==> src/rtl/trig_pwm_pkg.sv <==
package trig_pwm_pkg;

  typedef enum logic [2:0] {
    ADR_PERIOD = 3'd0,
    ADR_RSTCMP = 3'd1,
    ADR_SETCMP = 3'd2,
    ADR_SHADOW = 3'd3,
    ADR_CTRL   = 3'd4
  } reg_addr_e;

  typedef enum logic [1:0] {
    ESEL_OFF  = 2'b00,
    ESEL_RISE = 2'b01,
    ESEL_FALL = 2'b10,
    ESEL_BOTH = 2'b11
  } edge_sel_e;

  typedef struct packed {
    logic [1:0] esel;
    logic       clr_en;
    logic       buf_en;
    logic       pol;
  } ctrl_t;

  localparam int CTRL_W = $bits(ctrl_t);

endpackage

==> src/rtl/tpt_regs.sv <==
module tpt_regs
  import trig_pwm_pkg::*;
#(
  parameter int CNT_W  = 16,
  parameter int ADDR_W = 3
) (
  input  logic              clk,
  input  logic              rst_n,
  input  logic              wr_en,
  input  logic [ADDR_W-1:0] wr_addr,
  input  logic [CNT_W-1:0]  wr_data,
  input  logic              xfer,
  output logic [CNT_W-1:0]  per_q,
  output logic [CNT_W-1:0]  rcmp_q,
  output logic [CNT_W-1:0]  scmp_q,
  output ctrl_t             ctrl_q
);

  logic [CNT_W-1:0] per_d, rcmp_d, scmp_d, shadow_d, shadow_q;
  ctrl_t            ctrl_d;
  logic             sel_per, sel_rst, sel_set, sel_shd, sel_ctl;

  always_comb begin
    sel_per = wr_en && (wr_addr == ADDR_W'(ADR_PERIOD));
    sel_rst = wr_en && (wr_addr == ADDR_W'(ADR_RSTCMP));
    sel_set = wr_en && (wr_addr == ADDR_W'(ADR_SETCMP));
    sel_shd = wr_en && (wr_addr == ADDR_W'(ADR_SHADOW));
    sel_ctl = wr_en && (wr_addr == ADDR_W'(ADR_CTRL));
  end

  always_comb begin
    per_d    = sel_per ? wr_data : per_q;
    scmp_d   = sel_set ? wr_data : scmp_q;
    shadow_d = sel_shd ? wr_data : shadow_q;
    ctrl_d   = sel_ctl ? ctrl_t'(wr_data[CTRL_W-1:0]) : ctrl_q;
    // shadow copy beats a direct write in the same cycle
    if (xfer)         rcmp_d = shadow_q;
    else if (sel_rst) rcmp_d = wr_data;
    else              rcmp_d = rcmp_q;
  end

  always_ff @(posedge clk or negedge rst_n) begin
    if (!rst_n) begin
      per_q    <= '0;
      rcmp_q   <= '0;
      scmp_q   <= '0;
      shadow_q <= '0;
      ctrl_q   <= '0;
    end else begin
      per_q    <= per_d;
      rcmp_q   <= rcmp_d;
      scmp_q   <= scmp_d;
      shadow_q <= shadow_d;
      ctrl_q   <= ctrl_d;
    end
  end

endmodule

==> src/rtl/tpt_trig.sv <==
module tpt_trig
  import trig_pwm_pkg::*;
#(
  parameter int SYNC_STAGES = 2
) (
  input  logic       clk,
  input  logic       rst_n,
  input  logic       trig_in,
  input  logic [1:0] esel,
  output logic       trig_evt
);

  logic [SYNC_STAGES-1:0] sync_q, sync_d;
  logic                   last_q;
  logic                   lvl, rise, fall;

  always_comb begin
    for (int i = 0; i < SYNC_STAGES; i++) begin
      sync_d[i] = (i == 0) ? trig_in : sync_q[(i == 0) ? 0 : i-1];
    end
  end

  always_ff @(posedge clk or negedge rst_n) begin
    if (!rst_n) begin
      sync_q <= '0;
      last_q <= 1'b0;
    end else begin
      sync_q <= sync_d;
      last_q <= sync_q[SYNC_STAGES-1];
    end
  end

  always_comb begin
    lvl  = sync_q[SYNC_STAGES-1];
    rise = lvl & ~last_q;
    fall = ~lvl & last_q;
    unique case (edge_sel_e'(esel))
      ESEL_RISE: trig_evt = rise;
      ESEL_FALL: trig_evt = fall;
      ESEL_BOTH: trig_evt = rise | fall;
      default:   trig_evt = 1'b0;
    endcase
  end

endmodule

==> src/rtl/tpt_counter.sv <==
module tpt_counter #(
  parameter int CNT_W = 16
) (
  input  logic             clk,
  input  logic             rst_n,
  input  logic             run,
  input  logic             clear,
  output logic [CNT_W-1:0] cnt_q
);

  logic [CNT_W-1:0] cnt_d;

  always_comb begin
    cnt_d = cnt_q;
    if (run) begin
      if (clear) cnt_d = '0;
      else       cnt_d = cnt_q + 1'b1;
    end
  end

  always_ff @(posedge clk or negedge rst_n) begin
    if (!rst_n) cnt_q <= '0;
    else        cnt_q <= cnt_d;
  end

endmodule

==> src/rtl/trig_pwm_timer.sv <==
module trig_pwm_timer
  import trig_pwm_pkg::*;
#(
  parameter int CNT_W       = 16,
  parameter int ADDR_W      = 3,
  parameter int SYNC_STAGES = 2
) (
  input  logic              clk,
  input  logic              rst_n,
  input  logic              wr_en,
  input  logic [ADDR_W-1:0] wr_addr,
  input  logic [CNT_W-1:0]  wr_data,
  input  logic              run,
  input  logic              trig_in,
  output logic              pwm_out
);

  localparam int N_CMP = 3;
  localparam int K_PER = 0;
  localparam int K_SET = 1;
  localparam int K_RST = 2;

  logic [CNT_W-1:0] per_q, rcmp_q, scmp_q, cnt_q;
  ctrl_t            ctrl_q;
  logic             trig_evt, trig_fire, clear, xfer;
  logic             per_hit, set_hit, rst_hit;
  logic             pwm_d, pwm_q;
  logic [CNT_W-1:0] cmp_val [N_CMP];
  logic [N_CMP-1:0] hit;

  tpt_regs #(.CNT_W(CNT_W), .ADDR_W(ADDR_W)) u_regs (
    .clk    (clk),
    .rst_n  (rst_n),
    .wr_en  (wr_en),
    .wr_addr(wr_addr),
    .wr_data(wr_data),
    .xfer   (xfer),
    .per_q  (per_q),
    .rcmp_q (rcmp_q),
    .scmp_q (scmp_q),
    .ctrl_q (ctrl_q)
  );

  tpt_trig #(.SYNC_STAGES(SYNC_STAGES)) u_trig (
    .clk     (clk),
    .rst_n   (rst_n),
    .trig_in (trig_in),
    .esel    (ctrl_q.esel),
    .trig_evt(trig_evt)
  );

  tpt_counter #(.CNT_W(CNT_W)) u_cnt (
    .clk  (clk),
    .rst_n(rst_n),
    .run  (run),
    .clear(clear),
    .cnt_q(cnt_q)
  );

  assign cmp_val[K_PER] = per_q;
  assign cmp_val[K_SET] = scmp_q;
  assign cmp_val[K_RST] = rcmp_q;

  for (genvar k = 0; k < N_CMP; k++) begin : g_cmp
    assign hit[k] = run & (cnt_q == cmp_val[k]);
  end

  always_comb begin
    per_hit   = hit[K_PER];
    set_hit   = hit[K_SET];
    rst_hit   = hit[K_RST];
    trig_fire = run & trig_evt;
    clear     = trig_fire | (per_hit & ctrl_q.clr_en);
    xfer      = ctrl_q.buf_en & (trig_fire | per_hit);
    // reset-compare has priority; its level equals the polarity bit
    if (rst_hit)      pwm_d = ctrl_q.pol;
    else if (set_hit) pwm_d = ~ctrl_q.pol;
    else              pwm_d = pwm_q;
  end

  always_ff @(posedge clk or negedge rst_n) begin
    if (!rst_n) pwm_q <= 1'b0;
    else        pwm_q <= pwm_d;
  end

  assign pwm_out = pwm_q;

endmodule

==> config.mk <==
export PLATFORM = sky130hd
export DESIGN_NAME = trig_pwm_timer
export DESIGN_NICKNAME = d
export VERILOG_FILES = /design/src/rtl/trig_pwm_pkg.sv /design/src/rtl/tpt_regs.sv /design/src/rtl/tpt_trig.sv /design/src/rtl/tpt_counter.sv /design/src/rtl/trig_pwm_timer.sv
export SDC_FILE = /design/constraint.sdc
export NUM_CORES = 1
export LEC_CHECK = 0
export BUFFER_PORTS_ARGS = -buffer_cell sky130_fd_sc_hd__buf_2
export CORE_MARGIN = 10
export CORE_UTILIZATION = 55
export DETAILED_ROUTE_END_ITERATION = 10
export GPL_ROUTABILITY_DRIVEN = 0
export PLACE_DENSITY_LB_ADDON = 0.2
export SYNTH_ARGS = -nofsm -noshare
export SYNTH_HDL_FRONTEND = slang
export SYNTH_SLANG_ARGS = --single-unit
==> constraint.sdc <==
create_clock -name clk -period 2.7 [get_ports clk]
set_clock_uncertainty 0.2 [all_clocks]
set_input_delay 0.54 -clock clk [delete_from_list [all_inputs] [get_ports clk]]
set_output_delay 0.54 -clock clk [all_outputs]
set_load 0.005 [all_outputs]
==> impl_results.md, run 1 <==
* Status: completed
* DRC at 0
* Setup TNS at 0 ps
* Mapped Cells at 348
* NetSw at 1150 uW
* Largest net degree at the start of global routing at 90
* Wire length per cell at 17.8 um
* Worst VDD drop at 460 uV
* Fin Hold WS at 3.80 ps
* Adder-cell area share of the yosys netlist at 0.861%
* Syn_nets at 375
* Post-DRT Antenna Nets at 0
* Row cnt at 32
* Register area share after synthesis at 51.1%
* Synth Area in XOR/XNOR at 12.5%
* FF+latch count, synth at 89
* Cell-internal power at 2850 uW
* Die X at 109 um
* Pre-antenna DRT Iters at 4
* Comb pwr share at 25.2%
* Post-CTS Setup Inserts at 0
* 1st-iter DRT viols at 96
* Vias in the first global route at 2773
* CTS buffer count at 9
* Max-slew headroom at 69.1%
* Type of destination of the critical path: flop
* Crit Path Class: flop to flop
* Root Driver: clkbuf_8
* Critical Path RT at 2740 ps
* Number of hold violations in the final report at 0
* YS warnings at 0
* Power Density at 829 mW/mm^2
* Clock sink count at 89
* Reg2reg end: u_regs.rcmp_q[3]
* First-pass GRT wire length at 14.2 mm
* Synthesized area at 0.00436 sq mm
* CTS Buffer Depth at 2
* Ys flop type: dfrtp_1
* Port bufs at 24
* Synth Area in Compound Gates at 1.58%
* CTS resizes at 0
* Vias per std cell at 5.40
* CP max FO at 11
* Ys async rst share at 100%
* Final Core Density at 62.4%
* Worst r2r path cells at 7
* Fillers at 609
* Core area at 0.00773 sq mm
* Final min period at 2340 ps
* Sequential power share at 49.0%
* Initial Util at 56.4%
* CP Launch Type: flop
* Pins Over Slew Limit at 0
* Routed Wire Length at 8.49 mm
* DP Wirelength at 6.05 mm
* Synth area leader: dfrtp_1
* Top cells by area, synth: dfrtp_1, mux2_2, xor2_1
* Initial antenna violation count at 0
* Main combinational cell family by area after synthesis: multiplexers
* Die Y-Extent at 109 um
* Switch share at 28.7%
* Final setup fails at 0
* Syn_area_per_cell at 12.5 sq um
* Post-CTS Hold Fix Bufs at 0
* Area grow syn2layout at 10.7%
* Slew @ Worst Pin at 463 ps
* P_leak at 0.00217 uW
* MaxCap Viol Count at 0
* RSZ-0062 raised after global routing: false
* Post-synth EDFFs at 0
* CTS H-Tree Depth at 3
* R2r setup slk at 360 ps
* Final period utilization at 86.7%
* Gr usage total at 15.5%
* Die area at 0.0119 sq mm
* ANT cells at 0
* FF-to-FF Start: u_cnt.cnt_q[3]
* Mux cell area share after synthesis at 22.7%
* CTS tree: yes
* Synth top cells by count: dfrtp_1, mux2_2, xor2_1, xnor2_1, nor2_1
* Clk_lat worst skew at 360 ps
* Most frequent cell after synthesis: dfrtp_1
* Min-delay worst type: input pin to asynchronous set/reset pin
* Simple logic cell fraction of the synthesized area at 8.41%
* Clock share of power at 25.8%
* Top-area cell type share of the netlist area at 51.1%
* Via count at 2577
* Fmax at 0.427 GHz
* Fin nets at 398
* Crit path DAT at 2380 ps
* I/O pins at 25
* Synth cell types at 36
* Share of layout cells above drive strength 1 at 36.5%
* Grt total ovfl at 0
* Clock transition at path regs at 90 ps
[power groups by stage]
stage / clock, uW / combinational [uW] / sequential [uW]
finish: 1030 / 1010 / 1960
global route: 1120 / 1120 / 2010
CTS: 1060 / 1020 / 1960
detailed placement: 0 / 1020 / 1990
global placement: 0 / 992 / 1970
floorplan: 0 / 865 / 1850
[sequential cells by signal, summed over array words and instances, names as in the netlist]
| signal | count |
|---|---|
| u_regs.shadow_q | 16 |
| u_trig.sync_q | 2 |
| pwm_out | 1 |
| u_cnt.cnt_q | 16 |
| u_regs.scmp_q | 16 |
| u_regs.rcmp_q | 16 |
| u_regs.ctrl_q | 5 |
| u_regs.per_q | 16 |
| u_trig.last_q | 1 |
[worst max path at each step]
stage / from / endpoint / slack, ps / cells after the start
3_5_place_dp: u_cnt.cnt_q[3] / u_regs.rcmp_q[7] / 400 / 7
2_1_floorplan: wr_en / u_regs.rcmp_q[3] / 340 / 6
5_1_grt: u_cnt.cnt_q[7] / u_regs.rcmp_q[6] / 230 / 7
4_1_cts: u_cnt.cnt_q[3] / u_regs.rcmp_q[7] / 370 / 7
3_3_place_gp: u_cnt.cnt_q[3] / u_regs.rcmp_q[3] / 380 / 7
6_report: u_cnt.cnt_q[3] / u_regs.rcmp_q[3] / 360 / 7
[metal layers]
layer	GRT usage, %	wire (um)
met3	4.25	334
met2	24.3	4070
met1	20.5	4010
met4	4.80	77
met5	0	0
[stage by stage]
stage,total power [uW],std cells,worst slack (ps),area (sq um)
after floorplan,2720,348,339,4360
after global placement,2970,462,376,4590
after detailed placement,3010,462,404,4590
after CTS,4050,477,366,4820
after global routing,4240,477,234,4820
final,4000,477,360,4820
[cell type report]
type / instances / area [sq um] / area share (%)
Clock buffer: 11 / 151 / 3.14
Sequential cell: 89 / 2230 / 46.2
Inverter: 4 / 15.0 / 0.311
Tap cell: 102 / 128 / 2.65
Timing Repair Buffer: 35 / 218 / 4.51
Multi-Input combinational cell: 232 / 2010 / 41.6
Clock inverter: 4 / 76.3 / 1.58
[cell families (layout without fill, tap and decap cells)]
logic type,count (synthesis),count (layout)
AOI/OAI and AO/OA,9,9
xor gates and xnor gates,62,62
adders and majority gates,3,3
buffers and inverters,27,54
DFF,89,89
muxes,85,85
and+or+nand+nor,73,73
[placed cells by master, fill, tap and decap left out, types with 2 or more instances in the layout]
cell,n
xor2_1,37
nand3_1,8
nand4_1,8
and4_1,2
nor2_1,23
xnor2_1,25
mux2_2,73
nor3_1,3
mux2_4,9
nand2b_1,2
inv_1,4
dfrtp_1,89
buf_2,23
nand2_1,13
buf_4,11
bufinv_16,2
o21ai_0,2
ha_1,3
mux2_1,3
nor4_1,7
clkbuf_8,11
[worst max-delay path, cell delays in order (launching register included)]
cell and delay [ps]:
dfrtp_1 490, xor2_1 210, nor4_1 330, nand4_1 210, o21ai_2 170, nand2_2 70
buf_4 210, mux2_1 330
No activity file was read; power rests on OpenSTA's default activity.
==> run 2: changes to the inputs <==
--- a/config.mk
+++ b/config.mk
@@ -7,9 +7,10 @@
 export LEC_CHECK = 0
 export BUFFER_PORTS_ARGS = -buffer_cell sky130_fd_sc_hd__buf_2
 export CORE_MARGIN = 10
-export CORE_UTILIZATION = 55
+export CORE_UTILIZATION = 35
 export DETAILED_ROUTE_END_ITERATION = 10
 export GPL_ROUTABILITY_DRIVEN = 0
+export GPL_TIMING_DRIVEN = 0
 export PLACE_DENSITY_LB_ADDON = 0.2
 export SYNTH_ARGS = -nofsm -noshare
 export SYNTH_HDL_FRONTEND = slang
==> run 2 against run 1 <==
Sequential cell count did not move. Routed wire length up 8.8%. Highest routed layer unchanged. Sequential share of layout area shrank 1.8 points. Final area is 4.1% higher. Fmax shrank 7.8%. Largest power group unchanged.
==> impl_results.md, run 2 (same netlist as run 1, synthesis figures left out) <==
* Status: completed
* Fin Hold WS at 109 ps (+106 ps)
* Pins Over Slew Limit at 0 (unchanged)
* Hold path startpoint: trig_in
* FF-to-FF Start: u_cnt.cnt_q[9]
* Root Driver: clkbuf_16
* Critical-path cell list: buf_2, xor2_1, nor4_1, nand4_1, o31ai_2, buf_2, nor2_1
* Post-DRT Antenna Nets at 0 (unchanged)
* Placed Cells at 541 (+17%)
* Gr usage total at 11.3% (-4.2 points)
* Met2 usage at 17.9% (-6.4 points)
* Cell-internal power at 3060 uW (+7.2%)
* Max incr delay on CP at 560 ps (+70 ps)
* Delay-heaviest family, CP: simple AND/OR/NAND/NOR gates
* Grt total ovfl at 0 (unchanged)
* CP Buf/Inv Count at 2 (+1)
* Fmax at 0.394 GHz (-7.8%)
* Grt peak-use layer: met2
* Pre-CTS setup slack at -194 ps (-598 ps)
* Area grow syn2layout at 15.2%
* CTS buffer count at 9 (unchanged)
* CTS Buffer Depth at 2 (unchanged)
* Largest net degree at the start of global routing at 52 (-42%)
* Routed Wire Length at 9.24 mm (+8.8%)
* Met3 usage at 1.49% (-2.8 points)
* DP Wirelength at 6.93 mm (+15%)
* Slew @ Worst Pin at 941 ps (+478 ps)
* Power Density at 845 mW/mm^2 (+1.9%)
* Fin nets at 409 (+2.8%)
* Comb pwr share at 26.1% (+0.9 points)
* Clk_lat worst skew at 340 ps (-20 ps)
* Crit Path Class: flop to flop
* Initial Util at 36.0% (-20 points)
* Commonest non-fill, non-tap cell in the layout: dfrtp_1
* Clock sink count at 89 (unchanged)
* Min-delay worst type: input pin to flop
* Placed cell areas at 0.00472 sq mm (+2.7%)
* Final setup fails at 0 (unchanged)
* Final period utilization at 94.0% (+7.3 points)
* Critical Path RT at 2720 ps (-20 ps)
* Type of destination of the critical path: flop
* CP max FO at 10 (-1)
* First-pass GRT wire length at 15.5 mm (+9.0%)
* MaxCap Viol Count at 0 (unchanged)
* Sequential power share at 44.7% (-4.3 points)
* Pre-antenna DRT Iters at 4 (unchanged)
* Via count at 2596 (+0.74%)
* Final min period at 2540 ps (+197 ps)
* Row cnt at 40 (+25%)
* Worst VDD drop at 312 uV (-32%)
* Vias per std cell at 4.69 (-13%)
* CTS tree: yes
* I/O pins at 25 (unchanged)
* Max-slew headroom at 36.8% (-32 points)
* Clock share of power at 29.2% (+3.4 points)
* NetSw at 1190 uW (+3.3%)
* Commonest non-fill, non-tap cells in the layout: dfrtp_1, mux2_2, xor2_1, buf_2, xnor2_1
* Switch share at 27.9% (-0.75 points)
* RSZ-0062 raised after global routing: true
* Number of hold violations in the final report at 0 (unchanged)
* Die Y-Extent at 132 um (+21%)
* Wire length per cell at 16.7 um (-6.3%)
* Final Non-Filler Cells at 554 (+16%)
* Die X at 132 um (+21%)
* CP Launch Type: flop
* ANT cells at 0 (unchanged)
* GR Layer Usage met1 at 15.0% (-5.5 points)
* Slowest cell on the critical path: o31ai_2
* Clock transition at path regs at 60 ps (-30 ps)
* Cell area after layout at 0.00502 sq mm (+4.1%)
* Share of layout cells above drive strength 1 at 35.8% (-0.78 points)
* 1st-iter DRT viols at 91 (-5.2%)
* Crit path DAT at 2560 ps (+180 ps)
* Min setup slack post-route at 163 ps (-197 ps)
* CTS H-Tree Depth at 3 (unchanged)
* DRC at 0 (unchanged)
* Worst Setup SP: u_cnt.cnt_q[9]
* Port bufs at 24 (unchanged)
* P_leak at 0.00223 uW (+3.0%)
* CP dominant cell by count: buf_2
* Vias in the first global route at 2845 (+2.6%)
* Die area at 0.0173 sq mm (+46%)
* Core area at 0.0121 sq mm (+57%)
* Initial antenna violation count at 0 (unchanged)
-- run 2: layout make-up --
cell class	count	area, sq um
tap	168	210
fill	1184	7090
clock inverter	3	40.0
buffer	20	97.6
inverter	4	15.0
clock buffer	12	256
timing repair buffer	26	160
multi-input combinational	232	2010
sequential	89	2230
-- run 2: path summary, 6_finish.rpt --
check | cells past startpoint | end | slack [ps]
setup / recovery | 7 | u_cnt.cnt_q[10] | 160
hold / removal | 1 | u_trig.sync_q[0] | 110
setup reg to reg | 7 | u_cnt.cnt_q[10] | 160
hold reg to reg | 0 | u_trig.sync_q[1] | 150
max in group asynchronous | 3 | u_regs.per_q[8] | 1140
min in group asynchronous | 2 | u_regs.rcmp_q[0] | 540
-- run 2: routing by layer --
| metal | wire length [um] | vias to the layer above |
|---|---|---|
| li1 | - | 1254 |
| met1 | 4440 | 1298 |
| met2 | 4420 | 34 |
| met3 | 205 | 10 |
| met4 | 179 | 0 |
| met5 | 0 | - |
-- run 2: through the flow --
stage | setup TNS (ps) | util [%] | total power [uW]
after floorplan | 0 | - | 2720
after global placement | -1810 | 38.7 | 3010
after detailed placement | -1630 | 39.0 | 3050
after CTS | 0 | 41.5 | 4310
after global routing | -16.1 | 41.4 | 4500
final | 0 | 41.4 | 4240
-- run 2: repair_timing --
item	CTS	global route
setup endpoints to repair	0	20
endpoints found under the hold margin	38	0
gates resized for setup	0	1
buffers inserted	0	0
hold buffers	1	0
-- run 2: power by group through the flow --
stage	Clock [uW]	Combinational (uW)	Sequential [uW]
floorplan	0	865	1850
global placement	0	1090	1920
detailed placement	0	1120	1930
CTS	1280	1120	1910
global route	1340	1220	1940
finish	1240	1110	1900
==> run 3: changes to the inputs <==
--- a/config.mk
+++ b/config.mk
@@ -11,7 +11,7 @@
 export DETAILED_ROUTE_END_ITERATION = 10
 export GPL_ROUTABILITY_DRIVEN = 0
 export GPL_TIMING_DRIVEN = 0
-export PLACE_DENSITY_LB_ADDON = 0.2
 export SYNTH_ARGS = -nofsm -noshare
 export SYNTH_HDL_FRONTEND = slang
+export SYNTH_HIERARCHICAL = 1
 export SYNTH_SLANG_ARGS = --single-unit
==> run 3 against run 2 <==
Via count rose by 14%. Utilization is 2.5 points higher. Synthesized area rose by 3.0%. Synthesized cell count did not move. Non-clock buffer count grew 22. Hold slack worse by 5.5 ps. Sequential power up 7%. Fmax is 4.3% lower. Final area grew 10%. Power increased by 8.5%. Largest power group unchanged. Highest routed layer unchanged.
==> impl_results.md, run 3 <==
* Initial antenna violation count at 0 (unchanged)
* CP max FO at 10 (unchanged)
* CP Launch Type: flop
* Clock transition at path regs at 60 ps (about the same)
* Max incr delay on CP at 450 ps (-110 ps)
* Synth cell types at 46 (+28%)
* First-pass GRT wire length at 16.7 mm (+7.4%)
* Mapped Cells at 348 (unchanged)
* Fmax at 0.377 GHz (-4.3%)
* Fin Hold WS at 104 ps (-5.53 ps)
* Delay-heaviest family, CP: simple AND/OR/NAND/NOR gates
* Via count at 2954 (+14%)
* Power Density at 833 mW/mm^2 (-1.5%)
* Type of destination of the critical path: flop
* DP Wirelength at 7.21 mm (+4.0%)
* Initial Util at 35.7% (-0.25 points)
* CP Buf/Inv Count at 2 (unchanged)
* FF+latch count, synth at 89 (unchanged)
* ANT cells at 0 (unchanged)
* Clock sink count at 89 (unchanged)
* R2r setup slk at 50 ps (-120 ps)
* Grt total ovfl at 0 (unchanged)
* Register area share after synthesis at 49.6% (-1.5 points)
* Largest net degree at the start of global routing at 58 (+12%)
* Fin nets at 445 (+8.8%)
* Pins Over Slew Limit at 0 (unchanged)
* Post-synth EDFFs at 0 (unchanged)
* Ys flop type: dfrtp_1
* Vias in the first global route at 3037 (+6.7%)
* Critical Path RT at 2730 ps (about the same)
* Slew @ Worst Pin at 757 ps (-184 ps)
* Max-slew headroom at 49.2% (+12 points)
* Top-area cell type share of the netlist area at 49.6% (-1.5 points)
* Final Core Density at 44.0% (+2.5 points)
* Syn_nets at 375 (unchanged)
* Vias per std cell at 4.96 (+5.9%)
* Top cells by area, synth: dfrtp_1, mux2_2, xor2_1
* Gr usage total at 11.9% (+0.59 points)
* Clk_lat worst skew at 340 ps (about the same)
* Status: completed
* 1st-iter DRT viols at 152 (+67%)
* Final min period at 2650 ps (+115 ps)
* Die X at 133 um (+1.3%)
* Synth top cells by count: dfrtp_1, mux2_2, xor2_1, xnor2_1, nand2_1
* CTS H-Tree Depth at 3 (unchanged)
* Final period utilization at 98.2% (+4.3 points)
* Post-DRT Antenna Nets at 0 (unchanged)
* RSZ-0062 raised after global routing: true
* Most frequent cell after synthesis: dfrtp_1
* YS warnings at 6 (+6)
* Min-delay worst type: input pin to flop
* Synthesized area at 0.00449 sq mm (+3.0%)
* DRC at 0 (unchanged)
* Pre-CTS setup slack at -421 ps (-227 ps)
* MaxCap Viol Count at 0 (unchanged)
* Root Driver: clkbuf_16
* Worst VDD drop at 294 uV (-5.8%)
* Wire length per cell at 17.7 um (+6.3%)
* I/O pins at 25 (unchanged)
* Core area at 0.0126 sq mm (+3.8%)
* Synth area leader: dfrtp_1
* Ys async rst share at 100% (unchanged)
* Crit Path Class: flop to flop
* Row cnt at 41 (+2.5%)
* Syn_area_per_cell at 12.9 sq um (+3.0%)
* Min setup slack post-route at 47.5 ps (-115 ps)
* Placed cell areas at 0.00485 sq mm (+2.8%)
* Critical-path cell list: xnor2_2, nand4_1, nor4_1, and3_1, o21a_1, buf_6, buf_12, mux2_2, mux2_2
* Cell area after layout at 0.00553 sq mm (+10%)
* Area grow syn2layout at 23.1%
* Crit path DAT at 2680 ps (+120 ps)
* Die area at 0.0178 sq mm (+2.6%)
* Port bufs at 23 (-4.2%)
* Number of hold violations in the final report at 0 (unchanged)
* Pre-antenna DRT Iters at 4 (unchanged)
* Final setup fails at 0 (unchanged)
* Die Y-Extent at 133 um (+1.3%)
* Commonest non-fill, non-tap cell in the layout: mux2_2
* CP dominant cell by count: mux2_2
* Slowest cell on the critical path: dfrtp_2
* P_leak at 0.00241 uW (+7.9%)
* Total power at 4600 uW (+8.5%)
* CTS Buffer Depth at 2 (unchanged)
* Routed Wire Length at 10.6 mm (+14%)
* Share of layout cells above drive strength 1 at 47.0% (+11 points)
* CTS buffer count at 9 (unchanged)
* CTS tree: yes
* Commonest non-fill, non-tap cells in the layout: mux2_2, dfrtp_1, buf_4, xor2_1, buf_2
[run 3: cell types whose count changed after synthesis, sizes merged, moves of 6 or more]
| cell | delta |
|---|---|
| clkbuf | -9 |
| mux2i | +7 |
| nor2 | -22 |
| nor4 | +6 |
| xnor2 | -7 |
| xor2 | -7 |
[run 3: cell families (layout without fill, tap and decap cells)]
group	after synthesis	count (layout)	synth area share [%]
multiplexers	94	94	23.4
buffers and inverters	18	93	2.17
XOR/XNOR	48	48	9.36
flip-flops	89	89	49.6
adder cells (fa/ha/maj)	3	3	0.836
AND/OR/NAND/NOR	72	72	10.8
AO/OA/AOI/OAI	24	24	3.90
[run 3: area by class of cell]
class                   instances  area, sq um
flip-flops and latches         89         2240
inverters                       9         33.8
fillers                      1156         7040
clock inverters                 4         51.3
clock buffers                  12          256
well taps                     172          215
repair buffers                 59          410
multi-input cells             241         2230
plain buffers                   9         88.8
[run 3: repair_timing]
action	in CTS	in global routing
gates resized for setup	21	7
setup buffers	3	31
hold buffers	1	0
pin swaps	1	3
setup endpoints to repair	16	12
endpoints found under the hold margin	32	0
[run 3: metal layers]
metal  track usage [%]  up-vias  wire [um]
met5                 0        -          0
met4              4.35        0        146
met3              2.37       11        348
met2              19.2       55       5200
met1              15.4     1488       4860
li1                  -     1400          -
[run 3: worst paths after layout]
check	start	endpoint	depth (start not counted)
setup / recovery	u_cnt/cnt_q[4]	u_regs/rcmp_q[7]	9
hold / removal	trig_in	u_trig/sync_q[0]	1
setup reg to reg	u_cnt/cnt_q[4]	u_regs/rcmp_q[7]	9
hold reg to reg	u_trig/sync_q[0]	u_trig/sync_q[1]	0
max in group asynchronous	rst_n	u_cnt/cnt_q[5]	3
min in group asynchronous	rst_n	u_regs/scmp_q[2]	2
[run 3: metrics by stage]
step           instances  TNS [ps]
6_report             595         0
3_5_place_dp         544     -4030
5_1_grt              595     -63.0
4_1_cts              564         0
3_3_place_gp         543     -4110
2_1_floorplan        348         0
[run 3: power by group]
| part | switching (uW) | leakage (uW) | total, uW | internal (uW) |
|---|---|---|---|---|
| Clock | 516 | 0.000149 | 1280 | 768 |
| Sequential | 343 | 0.00106 | 2030 | 1690 |
| Combinational | 566 | 0.00119 | 1290 | 721 |
| Total | 1420 | 0.00241 | 4600 | 3180 |
